--- src/rtl/cap_pkg.sv ---
package cap_pkg;
  typedef enum logic [1:0] {
    SEL_NONE = 2'd0,
    SEL_RISE = 2'd1,
    SEL_FALL = 2'd2,
    SEL_BOTH = 2'd3
  } edge_sel_e;

  localparam int OFS_VAL_BASE = 'h10;
  localparam int OFS_SEL_BASE = 'h30;
  localparam int OFS_CTRL     = 'h50;
  localparam int OFS_IEN      = 'h54;
  localparam int OFS_STAT     = 'h58;
  localparam int OFS_ACK      = 'h5C;
  localparam int CTRL_EN_BIT  = 10;
  localparam int PSC_LSB      = 4;
  localparam int STAT_LSB     = 1;
endpackage

--- src/rtl/cap_timebase.sv ---
module cap_timebase #(
  parameter int CNT_W = 32,
  parameter int PSC_W = 5
) (
  input  logic             clk,
  input  logic             rst,
  input  logic             en,
  input  logic [PSC_W-1:0] psc,
  output logic [CNT_W-1:0] count
);
  logic [PSC_W-1:0] div_q;

  always_ff @(posedge clk) begin
    if (rst || !en) begin
      div_q <= '0;
      count <= '0;
    end else if (div_q == psc) begin
      div_q <= '0;
      count <= count + CNT_W'(1);
    end else begin
      div_q <= div_q + PSC_W'(1);
    end
  end

  AST_TB_HELD_OFF: assert property (@(posedge clk) disable iff (rst)
    !en |=> (count == '0));
  AST_TB_STEP: assert property (@(posedge clk) disable iff (rst)
    en |=> ((count - $past(count)) <= CNT_W'(1)));
endmodule

--- src/rtl/cap_channel.sv ---
module cap_channel
  import cap_pkg::*;
#(
  parameter int CNT_W = 32
) (
  input  logic             clk,
  input  logic             rst,
  input  logic             glob_en,
  input  logic             sig,
  input  logic             sel_we,
  input  logic [1:0]       sel_wd,
  input  logic             clr,
  input  logic [CNT_W-1:0] count,
  output logic [1:0]       sel,
  output logic [CNT_W-1:0] value,
  output logic             status
);
  logic s1_q, s2_q, prev_q;
  logic rise, fall, hit;

  always_ff @(posedge clk) begin
    if (rst) begin
      s1_q   <= 1'b0;
      s2_q   <= 1'b0;
      prev_q <= 1'b0;
    end else begin
      s1_q   <= sig;
      s2_q   <= s1_q;
      prev_q <= s2_q;
    end
  end

  assign rise = s2_q & ~prev_q;
  assign fall = ~s2_q & prev_q;
  assign hit  = glob_en & ((sel[0] & rise) | (sel[1] & fall));

  always_ff @(posedge clk) begin
    if (rst) begin
      sel    <= SEL_NONE;
      value  <= '0;
      status <= 1'b0;
    end else begin
      if (sel_we) sel <= sel_wd;
      if (hit) value <= count;
      status <= hit | (status & ~clr);
    end
  end

  AST_STATUS_STICKY: assert property (@(posedge clk) disable iff (rst)
    (status && !clr) |=> status);
  AST_SET_WINS: assert property (@(posedge clk) disable iff (rst)
    hit |=> (status && value == $past(count)));
  AST_SEL_NONE_QUIET: assert property (@(posedge clk) disable iff (rst)
    (sel == SEL_NONE) |=> $stable(value));
  AST_NO_CAP_OFF: assert property (@(posedge clk) disable iff (rst)
    !glob_en |=> ($stable(value) && (!status || $past(status))));
endmodule

--- src/rtl/edge_capture_unit.sv ---
module edge_capture_unit
  import cap_pkg::*;
#(
  parameter int NCH    = 4,
  parameter int CNT_W  = 32,
  parameter int PSC_W  = 5,
  parameter int ADDR_W = 8,
  parameter int DATA_W = 32
) (
  input  logic              clk,
  input  logic              rst,
  input  logic              reg_wr,
  input  logic [ADDR_W-1:0] reg_addr,
  input  logic [DATA_W-1:0] reg_wdata,
  output logic [DATA_W-1:0] reg_rdata,
  input  logic [NCH-1:0]    sig_in,
  output logic              irq
);
  localparam int STAT_MSB = STAT_LSB + NCH - 1;

  logic             cap_en_q;
  logic [PSC_W-1:0] psc_q;
  logic [NCH-1:0]   ien_q;
  logic [CNT_W-1:0] count;
  logic [NCH-1:0]   status;
  logic [NCH-1:0]   sel_we;
  logic [NCH-1:0]   clr;
  logic [1:0]       sel   [NCH];
  logic [CNT_W-1:0] value [NCH];
  logic [DATA_W-1:0] rd_next;

  always_ff @(posedge clk) begin
    if (rst) begin
      cap_en_q <= 1'b0;
      psc_q    <= '0;
      ien_q    <= '0;
    end else if (reg_wr) begin
      if (reg_addr == ADDR_W'(OFS_CTRL)) begin
        cap_en_q <= reg_wdata[CTRL_EN_BIT];
        psc_q    <= reg_wdata[PSC_LSB +: PSC_W];
      end
      if (reg_addr == ADDR_W'(OFS_IEN))
        ien_q <= reg_wdata[STAT_MSB:STAT_LSB];
    end
  end

  assign clr = (reg_wr && reg_addr == ADDR_W'(OFS_ACK)) ?
               reg_wdata[STAT_MSB:STAT_LSB] : '0;

  cap_timebase #(.CNT_W(CNT_W), .PSC_W(PSC_W)) u_tb (
    .clk(clk), .rst(rst), .en(cap_en_q), .psc(psc_q), .count(count)
  );

  for (genvar i = 0; i < NCH; i++) begin : g_ch
    assign sel_we[i] = reg_wr && (reg_addr == ADDR_W'(OFS_SEL_BASE + 4 * i));
    cap_channel #(.CNT_W(CNT_W)) u_ch (
      .clk(clk), .rst(rst), .glob_en(cap_en_q), .sig(sig_in[i]),
      .sel_we(sel_we[i]), .sel_wd(reg_wdata[1:0]), .clr(clr[i]),
      .count(count), .sel(sel[i]), .value(value[i]), .status(status[i])
    );
  end

  always_comb begin
    rd_next = '0;
    if (reg_addr == ADDR_W'(OFS_CTRL)) begin
      rd_next[CTRL_EN_BIT]       = cap_en_q;
      rd_next[PSC_LSB +: PSC_W]  = psc_q;
    end
    if (reg_addr == ADDR_W'(OFS_IEN))  rd_next[STAT_MSB:STAT_LSB] = ien_q;
    if (reg_addr == ADDR_W'(OFS_STAT)) rd_next[STAT_MSB:STAT_LSB] = status;
    for (int i = 0; i < NCH; i++) begin
      if (reg_addr == ADDR_W'(OFS_VAL_BASE + 4 * i)) rd_next = DATA_W'(value[i]);
      if (reg_addr == ADDR_W'(OFS_SEL_BASE + 4 * i)) rd_next = DATA_W'(sel[i]);
    end
  end

  always_ff @(posedge clk) begin
    if (rst) begin
      reg_rdata <= '0;
      irq       <= 1'b0;
    end else begin
      reg_rdata <= rd_next;
      irq       <= |(status & ien_q);
    end
  end

  AST_IRQ_RAISE: assert property (@(posedge clk) disable iff (rst)
    (|(status & ien_q)) |=> irq);
  AST_IRQ_DROP: assert property (@(posedge clk) disable iff (rst)
    !(|(status & ien_q)) |=> !irq);
  AST_ACK_NO_ENABLE_SET: assert property (@(posedge clk) disable iff (rst)
    !cap_en_q |=> ((status & ~$past(status)) == '0));
endmodule

--- config.mk ---
export PLATFORM = sky130hd
export DESIGN_NAME = edge_capture_unit
export DESIGN_NICKNAME = d
export VERILOG_FILES = /design/src/rtl/cap_pkg.sv /design/src/rtl/cap_timebase.sv /design/src/rtl/cap_channel.sv /design/src/rtl/edge_capture_unit.sv
export SDC_FILE = /design/constraint.sdc
export NUM_CORES = 1
export LEC_CHECK = 0
export ABC_CLOCK_PERIOD_IN_PS = 1980
export BUFFER_PORTS_ARGS = -buffer_cell sky130_fd_sc_hd__buf_2
export CAP_MARGIN = 20
export CORE_AREA = 2 2 137 139
export CTS_BUF_LIST = sky130_fd_sc_hd__clkbuf_8
export DETAILED_ROUTE_END_ITERATION = 16
export DIE_AREA = 0 0 139 141
export GPL_ROUTABILITY_DRIVEN = 0
export HOLD_SLACK_MARGIN = 0.1
export PLACE_DENSITY = 0.76
export SKIP_LAST_GASP = 1
export SLEW_MARGIN = 20
export SYNTH_ARGS = -nofsm -noshare
export SYNTH_HDL_FRONTEND = slang
export SYNTH_SLANG_ARGS = --single-unit
--- constraint.sdc ---
create_clock -name clk -period 1.98 [get_ports clk]
set_clock_uncertainty 0.15 [all_clocks]
set_input_delay 0.198 -clock clk [delete_from_list [all_inputs] [get_ports clk]]
set_output_delay 0.198 -clock clk [all_outputs]
set_load 0.01 [all_outputs]
==> metrics.csv, run 1 <==
stage,metric,value,unit
logic_synthesis,mapped cell area,0.0100,mm2
floorplanning,initial core utilization,54.9,%
cts,CTS Sinks,232,
floorplanning,row cnt,50,
routing,total routed wirelength,23100,um
global_routing,vias in the first global route,7638,
flow_run,Max Cap Viol,0,
cts,Num CTS Buffers,38,
timing,Max Freq,515,MHz
logic_synthesis,leading register cell type out of synthesis,dfxtp_1,
pwr,Sw Ratio,22.2,%
cts,"Clk Latency, worst-skew pair",0.55,ns
routing,first drt pass iteration count,5,
layout,Syn-to-layout area delta,21.2,%
timing,Sum Neg Setup Slack,0,ns
pwr,Comb pwr share,3.2,%
critical_path,Startpoint Class,flop,
critical_path,crit end category,flop,
critical_path,CP max stage cell,or4_4,
layout,Fill cells,1428,
layout,Finished Layout Cells,1390,
timing,"Setup violations, final",0,
logic_synthesis,synthesized instance count,1008,
placement,Port Buffers,57,
routing,metal3 WL,1020,um
pwr,P_sw,2.07,mW
placement,# placed instances,1285,
routing,met1 wire length,10700,um
floorplanning,Ports,80,
layout,Final Core Density,66.5,%
critical_path,Worst Path Required,2.26,ns
routing,DR vias/cell,5.66,
timing,Setup WS post-layout,0.0383,ns
global_routing,initial antenna violation count,0,
global_routing,aggregate global routing overflow,0,
cts,CTS tree,yes,
logic_synthesis,Async SR Flop Fraction,0,%
critical_path,crit path DAT,2.22,ns
critical_path,worst-path maximum fanout,5,
cts,CTS Buffer Depth,3,
routing,metal2 WL,10900,um
logic_synthesis,Post-synth EDFFs,0,
timing,crit path time final,1.94,ns
critical_path,largest stage delay on the critical path,0.51,ns
timing,worst hold margin,0.129,ns
placement,placed wire-length estimate,13600,um
timing,max-slew violation count,0,
layout,most frequent cells in the layout,"dfxtp_1, mux2i_1, nor2_1, buf_4, buf_2",
global_routing,first-pass GRT wire length,37600,um
cts,root buffer cell,clkbuf_8,
global_routing,total track usage,23.1,%
layout,final net count,1179,
timing,RSZ-0062 raised after global routing,yes,
logic_synthesis,YS warnings,0,
pwr,Clock Power Share,46.5,%
logic_synthesis,#FFs+latches synth,232,
pwr,Max IR drop VDD,625,uV
pwr,Reg power frac,50.3,%
timing,fin crit share,98.1,%
routing,Routed Antenna Nets,0,
floorplanning,Die X-Extent,139,um
logic_synthesis,register area share after synthesis,46.3,%
layout,share of cells above drive strength 1,21.3,%
timing,Fin. Hold Viols,0,
layout,"commonest non-fill, non-tap cell in the layout",dfxtp_1,
layout,Final Cell Area,0.0122,mm2
routing,routed via count,7872,
hold_path,worst hold path class,in -> reg,
global_routing,largest net degree at the start of global routing,66,
routing,DRC Markers,0,
logic_synthesis,synth unique cells,63,
layout,antenna cells,0,
critical_path,sequence of cells on the critical path,nand4_1 > buf_4 > or4_4 > buf_6 > o311ai_2 > o41ai_1,
floorplanning,core area,0.0183,mm2
timing,Slew @ Worst Pin,0.666,ns
floorplanning,die span in y,141,um
timing,max_slew headroom,55.6,%
status,status,finished clean,
routing,routed len/inst,16.6,um
critical_path,CP Class,reg -> reg,
floorplanning,Die ar.,0.0196,mm2
routing,1st-iter DRT viols,497,
cts,H-tree lvl count,2,
logic_synthesis,Synthesized Nets,1057,
pwr,total power,9.32,mW
placement,placed instance area,0.0109,mm2
pwr,Leakage,5.73,nW
placement,"worst slack, placed",-0.00136,ns
cts,clock transition at the registers of the reported paths,0.06,ns
routing,Max Used Layer,met4,
pwr,pwr dens,767,mW/mm2
logic_synthesis,Mean Syn Cell Area,9.95,um2
pwr,Internal,7.25,mW
synthesized netlist by cell type (3+ instances only):
| cell type | number | area (um2) |
|---|---|---|
| mux2_2 | 8 | 90.1 |
| nor3b_1 | 4 | 30.0 |
| o21ai_1 | 4 | 20.0 |
| o41ai_2 | 3 | 48.8 |
| dfxtp_1 | 232 | 4640 |
| or3_1 | 4 | 25.0 |
| nor4bb_1 | 3 | 30.0 |
| nand4_1 | 13 | 81.3 |
| mux2i_1 | 205 | 2050 |
| and3b_1 | 10 | 87.6 |
| a21oi_1 | 21 | 105 |
| nand2_1 | 36 | 135 |
| o311ai_1 | 3 | 26.3 |
| a22o_1 | 10 | 87.6 |
| a22oi_1 | 10 | 75.1 |
| a21o_1 | 3 | 22.5 |
| o21ai_0 | 7 | 35.0 |
| nand2b_1 | 20 | 125 |
| nor4_4 | 5 | 106 |
| buf_6 | 3 | 33.8 |
| clkbuf_1 | 47 | 176 |
| o311ai_0 | 3 | 26.3 |
| nor4_2 | 5 | 62.6 |
| nand3_1 | 22 | 110 |
| o311ai_2 | 3 | 48.8 |
| nor4_1 | 4 | 25.0 |
| or4_1 | 6 | 45.0 |
| o41ai_1 | 6 | 52.6 |
| inv_1 | 4 | 15.0 |
| nor3_1 | 6 | 30.0 |
| o22a_1 | 21 | 184 |
| a31oi_1 | 3 | 18.8 |
| buf_1 | 4 | 15.0 |
| xnor2_1 | 6 | 52.6 |
| nor2_1 | 176 | 661 |
| o31ai_1 | 4 | 30.0 |
| and4_1 | 5 | 43.8 |
| buf_2 | 33 | 165 |
| nor2b_1 | 14 | 87.6 |
area by class of cell:
class	instances	area (um2)	area share, %
inverters	4	15.0	0.124
repair buffers	171	1330	10.9
clock inverters	18	136	1.12
flip-flops and latches	232	4650	38.2
multi-input cells	683	5080	41.8
well taps	234	293	2.41
clock buffers	48	661	5.43
power by group through the flow:
stage | Sequential [mW] | Combinational, mW | Clock (mW)
finish | 4.68 | 0.301 | 4.34
global route | 4.68 | 0.319 | 4.65
CTS | 4.68 | 0.295 | 4.42
detailed placement | 4.79 | 0.254 | 0
global placement | 4.78 | 0.253 | 0
floorplan | 4.78 | 0.163 | 0
sequential cells by signal (all words and copies together) (netlist names), 4 cells and up:
register	count
g_ch.u_ch.value	128
reg_rdata	32
u_tb.count	32
g_ch.u_ch.sel	8
psc_q	5
u_tb.div_q	5
g_ch.u_ch.prev_q	4
g_ch.u_ch.s1_q	4
g_ch.u_ch.s2_q	4
g_ch.u_ch.status	4
ien_q	4
timing repair:
action,4_1_cts,5_1_grt
gates cloned,0,4
endpoints found under the setup margin,1,13
resized for setup,1,14
pin swaps,0,3
hold buffers,30,0
buffers inserted,0,5
hold endpoints to repair,46,0
metal layers:
layer / up-vias / global-route usage [%]
met3: 39 / 3.67
li1: 3820 / -
met1: 3830 / 30.6
met2: 183 / 37.9
met5: - / 0
met4: 0 / 9.30
cell families (layout without fill, tap and decap cells):
| group | count (synthesis) | count (layout) | synth area share (%) |
|---|---|---|---|
| AND/OR/NAND/NOR | 345 | 345 | 18.1 |
| flip-flops | 232 | 232 | 46.3 |
| multiplexers | 213 | 213 | 21.4 |
| AO/OA/AOI/OAI | 114 | 114 | 8.86 |
| buffers and inverters | 93 | 241 | 4.32 |
| XOR/XNOR | 9 | 9 | 0.861 |
| adder cells (fa/ha/maj) | 2 | 2 | 0.249 |
final timing paths:
path                                   startpoint                  end  slack [ns]  cells past startpoint
worst max-delay path                u_tb.count[7]       u_tb.count[20]        0.04                      6
worst min-delay path                  reg_addr[1]  g_ch[0].u_ch.sel[0]        0.13                      5
worst max register to register      u_tb.count[7]       u_tb.count[20]        0.04                      6
worst min register to register  g_ch[0].u_ch.s1_q    g_ch[0].u_ch.s2_q        0.29                      1
critical path: cells and delay by family, from the launching register on:
kind / cells / cell delay (ns)
flip-flops: 1 / 0.32
AND/OR/NAND/NOR: 2 / 0.67
buffers and inverters: 2 / 0.35
AO/OA/AOI/OAI: 2 / 0.35
(Power assumes the default switching activity.)
==> run 2, diff against run 1 <==
- GPL_TIMING_DRIVEN: default -> 0
==> metrics.csv, run 2 (synthesis gave the netlist of run 1 again) <==
stage,metric,value,unit,change
routing,first drt pass iteration count,5,,unchanged
routing,DRC Markers,0,,unchanged
routing,1st-iter DRT viols,714,,+44%
global_routing,first-pass GRT wire length,42800,um,+14%
status,failing checks,setup timing,,
layout,share of cells above drive strength 1,23.3,%,+2.0 points
layout,max reg flops,128,,unchanged
cts,CTS tree,yes,,
flow_run,Max Cap Viol,0,,unchanged
layout,"Most flops, register",g_ch.u_ch.value,,
cts,Num CTS Buffers,39,,+2.6%
floorplanning,row cnt,50,,unchanged
timing,max-slew violation count,0,,unchanged
routing,routed len/inst,19.7,um,+19%
layout,Final Cell Area,0.0123,mm2,+0.78%
cts,"Clk Latency, worst-skew pair",0.55,ns,about the same
timing,Slew @ Worst Pin,0.869,ns,+0.203 ns
floorplanning,die span in y,141,um,unchanged
timing,Setup WS post-layout,-0.139,ns,-0.178 ns
critical_path,reg2reg start,u_tb.count[5],,
global_routing,largest net degree at the start of global routing,11,,-83%
floorplanning,core area,0.0183,mm2,unchanged
global_routing,initial antenna violation count,0,,unchanged
layout,"commonest non-fill, non-tap cell in the layout",mux2i_1,,
timing,RSZ-0062 raised after global routing,yes,,
layout,Top Registers,"g_ch.u_ch.value (128), reg_rdata (32), u_tb.count (32)",,
placement,# placed instances,1293,,+0.62%
cts,clock transition at the registers of the reported paths,0.07,ns,about the same
global_routing,total track usage,27.2,%,+4.1 points
placement,placed wire-length estimate,16600,um,+22%
critical_path,crit path DAT,2.37,ns,+0.15 ns
pwr,Max IR drop VDD,717,uV,+15%
floorplanning,initial core utilization,54.9,%,unchanged
timing,"Setup violations, final",25,,+25
layout,Finished Layout Cells,1407,,+1.2%
timing,Fin. Hold Viols,0,,unchanged
cts,CTS Buffer Depth,3,,unchanged
timing,max_slew headroom,41.9,%,-14 points
layout,antenna cells,0,,unchanged
floorplanning,Die ar.,0.0196,mm2,unchanged
global_routing,vias in the first global route,8077,,+5.7%
critical_path,CP Class,reg -> reg,,
layout,Syn-to-layout area delta,22.1,%,
cts,root buffer cell,clkbuf_8,,
pwr,Leakage,5.65,nW,-1.5%
routing,Routed Antenna Nets,0,,unchanged
layout,final net count,1195,,+1.4%
critical_path,Worst Path Required,2.24,ns,-0.02 ns
status,status,finished with violations,,
layout,Fill cells,1373,,-3.9%
critical_path,crit end category,flop,,
critical_path,crit path launch,u_tb.count[5],,
layout,Register Area,0.00471,mm2,+1.2%
cts,CTS Sinks,232,,unchanged
routing,total routed wirelength,27700,um,+20%
hold_path,HP Start,reg_addr[6],,
floorplanning,Die X-Extent,139,um,unchanged
critical_path,worst-path maximum fanout,5,,unchanged
routing,routed via count,8354,,+6.1%
timing,Sum Neg Setup Slack,-1.49,ns,-1.49 ns
timing,fin crit share,107,%,+9.0 points
timing,crit path time final,2.12,ns,+0.178 ns
hold_path,worst hold path class,in -> reg,,
routing,DR vias/cell,5.94,,+4.8%
floorplanning,Ports,80,,unchanged
placement,placed instance area,0.0106,mm2,-2.9%
cts,H-tree lvl count,2,,unchanged
timing,Max Freq,472,MHz,-8.4%
pwr,pwr dens,731,mW/mm2,-4.7%
layout,multi-input logic area,0.00531,mm2,+4.6%
critical_path,Startpoint Class,flop,,
placement,Port Buffers,51,,-11%
layout,most frequent cells in the layout,"mux2i_1, dfxtp_1, nor2_1, buf_2, clkbuf_8",,
global_routing,aggregate global routing overflow,0,,unchanged
## run 2: changes by cell type in the layout (fill, tap and decap cells not counted), moves of 4 or more
cell / change
buf_1: +4
clkbuf_2: +4
buf_4: -38
inv_1: +7
dfxtp_4: +9
dlygate4sd3_1: -12
dfxtp_1: -28
buf_2: +14
nor4_4: +6
o311ai_4: +5
nor4_2: -5
dfxtp_2: +19
clkbuf_4: +5
clkbuf_1: +36
## run 2: per-stage QoR
| step | hold slack, ns | utilization [%] | setup WS, ns | power [mW] |
|---|---|---|---|---|
| after floorplan | 0.176 | - | 0.00332 | 4.95 |
| after global placement | 0.262 | 57.9 | -0.442 | 5.05 |
| after detailed placement | 0.263 | 58.0 | -0.435 | 5.06 |
| after CTS | 0.104 | 65.5 | -0.0853 | 8.97 |
| after global routing | 0.132 | 67.1 | -0.178 | 9.23 |
| final | 0.124 | 67.1 | -0.139 | 8.95 |
## run 2: repair_timing
item / in CTS / in global routing
endpoints found under the hold margin: 28 / 0
hold buffers: 18 / 0
gates resized for setup: 83 / 59
buffers inserted: 27 / 11
setup endpoints to repair: 142 / 93
pin swaps: 10 / 15
cloned: 2 / 0
## run 2: path summary, 6_finish.rpt
kind / depth (start not counted) / slack (ns) / end
worst min-delay path: 5 / 0.12 / g_ch[3].u_ch.sel[0]
worst max register to register: 6 / -0.14 / u_tb.count[20]
worst min register to register: 1 / 0.29 / g_ch[2].u_ch.s2_q
worst max-delay path: 6 / -0.14 / u_tb.count[20]
## run 2: worst max-delay path: stages, from the launching register on
cell and delay [ns]:
dfxtp_4 0.37, nand4_1 0.18, buf_4 0.20, or4_4 0.52, buf_8 0.17, o311ai_4 0.27
o41ai_2 0.11
## run 2: cell type report
class,count,area share (%)
Multi-Input combinational cell,683,43.4
Inverter,4,0.123
Tap cell,234,2.39
Buffer,78,3.47
Clock buffer,45,5.06
Timing Repair Buffer,108,6.36
Clock inverter,23,0.827
Sequential cell,232,38.4
## run 2: routing by layer
metal	track usage [%]	wire, um
met1	34.6	11800
met2	44.7	12800
met3	4.52	1870
met4	14.2	1280
met5	0	0
## run 2: power breakdown
group | internal, mW | leakage (nW) | switching [mW] | total [mW]
sequential | 4.67 | 1.89 | 0.00405 | 4.67
clock | 2.07 | 0.426 | 1.91 | 3.97
combinational | 0.101 | 3.33 | 0.210 | 0.311
